$ cat src/rtl/bus_halt_ctl.sv
module bus_halt_ctl #(
  parameter int TIMEOUT_MS  = 100,
  parameter int SYNC_STAGES = 2
) (
  input  logic clk,
  input  logic rst_n,
  input  logic start,
  input  logic ms_tick,
  input  logic port_ack,
  input  logic port_idle,
  output logic halt_req,
  output logic done,
  output logic fail
);

  localparam int CW = $clog2(TIMEOUT_MS + 1);
  localparam logic [CW-1:0] LAST = CW'(TIMEOUT_MS - 1);

  typedef enum logic [1:0] {ST_IDLE, ST_WAIT, ST_CHECK} state_t;

  state_t st;
  logic [CW-1:0] ticks;
  logic [SYNC_STAGES-1:0] ack_sh, idle_sh;

  wire ack_s  = ack_sh[SYNC_STAGES-1];
  wire idle_s = idle_sh[SYNC_STAGES-1];

  always_ff @(posedge clk or negedge rst_n) begin
    if (!rst_n) begin
      ack_sh  <= '0;
      idle_sh <= '0;
    end else begin
      ack_sh  <= {ack_sh[SYNC_STAGES-2:0], port_ack};
      idle_sh <= {idle_sh[SYNC_STAGES-2:0], port_idle};
    end
  end

  always_ff @(posedge clk or negedge rst_n) begin
    if (!rst_n) begin
      st       <= ST_IDLE;
      ticks    <= '0;
      halt_req <= 1'b0;
      done     <= 1'b0;
      fail     <= 1'b0;
    end else begin
      done <= 1'b0;
      case (st)
        ST_IDLE: if (start) begin
          if (idle_s) begin
            done <= 1'b1;
            fail <= 1'b0;
          end else begin
            halt_req <= 1'b1;
            ticks    <= '0;
            st       <= ST_WAIT;
          end
        end
        ST_WAIT: if (ms_tick) begin
          if (ack_s || ticks == LAST) st <= ST_CHECK;
          else                        ticks <= ticks + 1'b1;
        end
        ST_CHECK: begin
          halt_req <= 1'b0;
          done     <= 1'b1;
          fail     <= ~idle_s;
          st       <= ST_IDLE;
        end
        default: st <= ST_IDLE;
      endcase
    end
  end

endmodule

$ cat config.mk
export PLATFORM = sky130hd
export DESIGN_NAME = bus_halt_ctl
export DESIGN_NICKNAME = d
export VERILOG_FILES = /design/src/rtl/bus_halt_ctl.sv
export SDC_FILE = /design/constraint.sdc
export NUM_CORES = 1
export LEC_CHECK = 0
export BUFFER_PORTS_ARGS = -buffer_cell sky130_fd_sc_hd__buf_2
export CAP_MARGIN = 20
export CORE_UTILIZATION = 48
export DETAILED_ROUTE_END_ITERATION = 10
export GPL_ROUTABILITY_DRIVEN = 0
export PLACE_DENSITY_LB_ADDON = 0.05
export SYNTH_ARGS = -nofsm -noshare
export SYNTH_HDL_FRONTEND = slang
export SYNTH_SLANG_ARGS = --single-unit
$ cat constraint.sdc
create_clock -name clk -period 1.65 [get_ports clk]
set_clock_uncertainty 0.05 [all_clocks]
set_input_delay 0.33 -clock clk [delete_from_list [all_inputs] [get_ports clk]]
set_output_delay 0.33 -clock clk [all_outputs]
set_load 0.02 [all_outputs]
==> run metrics <==
DIE HEIGHT 40.6 µm; RSZ-0062 raised after global routing yes; Worst Hold Class in2reg; crit start category register; Hold Violations, Final 0; Area Growth Syn to Fin 24.1%; dominant cell type by area after synthesis dfrtp_1; status finished, violations left; post-route cell area around 900 µm²; drc violations 0; final setup vio count 6; crit path time final 1690 ps; Commonest cells post-synth dfrtp_1, nor2_1, nand2_1, nand3_1, o21ai_0; die area 0.00165 mm²; endpoint type of the worst setup path register; failing checks negative setup slack; met2 usage a little under 30%; non-filler cells, final 100; top cells by area, synth dfrtp_1, nor2_1, nand3_1; TNS Setup -114 ps; Post-Synth XOR/XNOR Area under 10%; Distinct cells, synth 29; Initial DRC Count 9; Pwr Density approximately 1300 mW/mm²; CTS tree built; post-place setup slack -83.4 ps; drt pass-1 iters 4; Antenna Nets Post-Route 0; vias 547; Final HPWL DP between 900 and 1000 µm; Seq/Total Area, Yosys a little under three fifths; via/cell ratio approximately 5.5; share of layout cells above drive strength 1 32.9%; post-synthesis sequential element count 16; fin crit share 102%; synth warn 0; DIE WIDTH 40.6 µm; # diodes 0; adder-cell share of the synthesized area around 1.7%; post-place instance area between 800 and 900 µm²; first-pass GRT wire length 2060 µm; Sink Count 16; CTS Buffer Depth 2; IO Count 9; GRT met1 Usage roughly 27%; Detailed Route WL 1310 µm; Final WS setup -40.9 ps; fin nets 93; H-Tree Depth 1; Syn Std Cell Area 717 µm²; initial antenna violation count 0; vias in the first global route 488; count leader, synth dfrtp_1; mux cell area share after synthesis 0%; syn nets 73; worst skew pair latency 300 ps; max_slew headroom 76.3%; Avg Cell Area, Syn 10.9 µm²; Starting Density ~53%; WP data arrival between 1500 and 2000 ps; Synth Instances 66; GRT Total Usage between 10% and 20%; largest net degree at the start of global routing 17; Worst VDD drop 739 µV; Max Fclk slightly below 600 MHz; largest family of logic cells by synthesized area simple AND/OR/NAND/NOR gates; Slew Viols, Final 0; Max Cap Violations 0; CTS buffer count 3; WP data required around 1800 ps; Synth Area in Simple Gates 22.0%; worst setup path class reg2reg; Main synth FF type dfrtp_1; grt met3 use 4.89%; fraction of the mapped netlist area in compound gates 16.6%; WL/cell 13.1 µm; CP Max Fanout 3; Yosys top cell area share a little under three fifths; P_leak 0.403 nW; gr ovfl total 0; gr busiest metal met2; Clock transition at path regs 110 ps; Synth async-reset ratio 100%; Root Buffer Master clkbuf_4; placed insts 94; row count 13; number of flops mapped to enable cells by yosys 0; worst-margin pin slew 356 ps; I/O Buffers 8; core area 0.00135 mm²
-- power by group --
part | internal [mW] | switching [mW] | leakage [nW]
clock | 0.135 | 0.134 | 0.0210
sequential | 0.477 | 0.0584 | 0.201
combinational | 0.194 | 0.189 | 0.180
-- cell usage in the layout (no fill, tap or decap), drive strengths merged, types with 2 or more instances in the layout --
master and count:
and3 2, dfrtp 16, o21ai 6, clkbuf 4
nand2 6, nor2 8, a21boi 2, buf 15
inv 2, a2bb2oi 2, nand3 5
-- final timing paths --
path,start,end,slack [ps],cells after the start
max in group asynchronous,rst_n,halt_req,860,2
setup reg to reg,ticks[0],ticks[4],-40,5
hold reg to reg,idle_sh[0],idle_sh[1],310,0
hold / removal,port_ack,ack_sh[0],90,1
setup / recovery,ticks[0],ticks[4],-40,5
min in group asynchronous,rst_n,ticks[6],410,2
-- cell type report --
class                   count  area [µm²]
clock buffers               4        36.3
multi-input cells          47         312
inverters                   2        7.51
flip-flops and latches     16         400
repair buffers             16         115
fillers                   107         460
well taps                  15        18.8
-- flip-flops by register name, indices dropped and copies added (netlist names) --
| signal | flops |
|---|---|
| ticks | 7 |
| ack_sh | 2 |
| halt_req | 1 |
| idle_sh | 2 |
| st | 2 |
| fail | 1 |
| done | 1 |
-- critical path, stage by stage, from the launching register on --
cell and delay (ps):
dfrtp_1 370, ha_2 190, or4b_4 480, o21ai_4 170
o22ai_1 100, a31o_2 210
-- routing by layer --
| metal | vias up | share of wire, % | wire [µm] |
|---|---|---|---|
| met4 | 0 | 2.1 | 27 |
| met2 | 8 | 43 | 562 |
| met3 | 2 | 2.0 | 26 |
| li1 | 274 | - | - |
| met5 | - | 0 | 0 |
| met1 | 263 | 53 | 694 |
-- cell families after synthesis --
kind of cell	count (synthesis)
AND/OR/NAND/NOR	28
flip-flops	16
XOR/XNOR	1
buffers and inverters	3
adder cells (fa/ha/maj)	1
AO/OA/AOI/OAI	17
-- stage by stage --
step | power (mW) | hold WS [ps] | util [%]
2_1_floorplan | 0.739 | -15.6 | -
6_report | 1.19 | 91.1 | 65.9
3_3_place_gp | 0.901 | 202 | 60.9
4_1_cts | 1.18 | 80.6 | 65.2
5_1_grt | 1.26 | 78.2 | 65.9
3_5_place_dp | 0.903 | 210 | 60.9
-- what timing repair did --
| action | 4_1_cts | 5_1_grt |
|---|---|---|
| endpoints found under the hold margin | 16 | 0 |
| hold buffers | 1 | 0 |
| gates resized for setup | 2 | 1 |
| setup endpoints to repair | 8 | 8 |
| buffers inserted | 0 | 1 |
| pin swaps | 1 | 2 |
No activity file was read; power rests on OpenSTA's default activity.
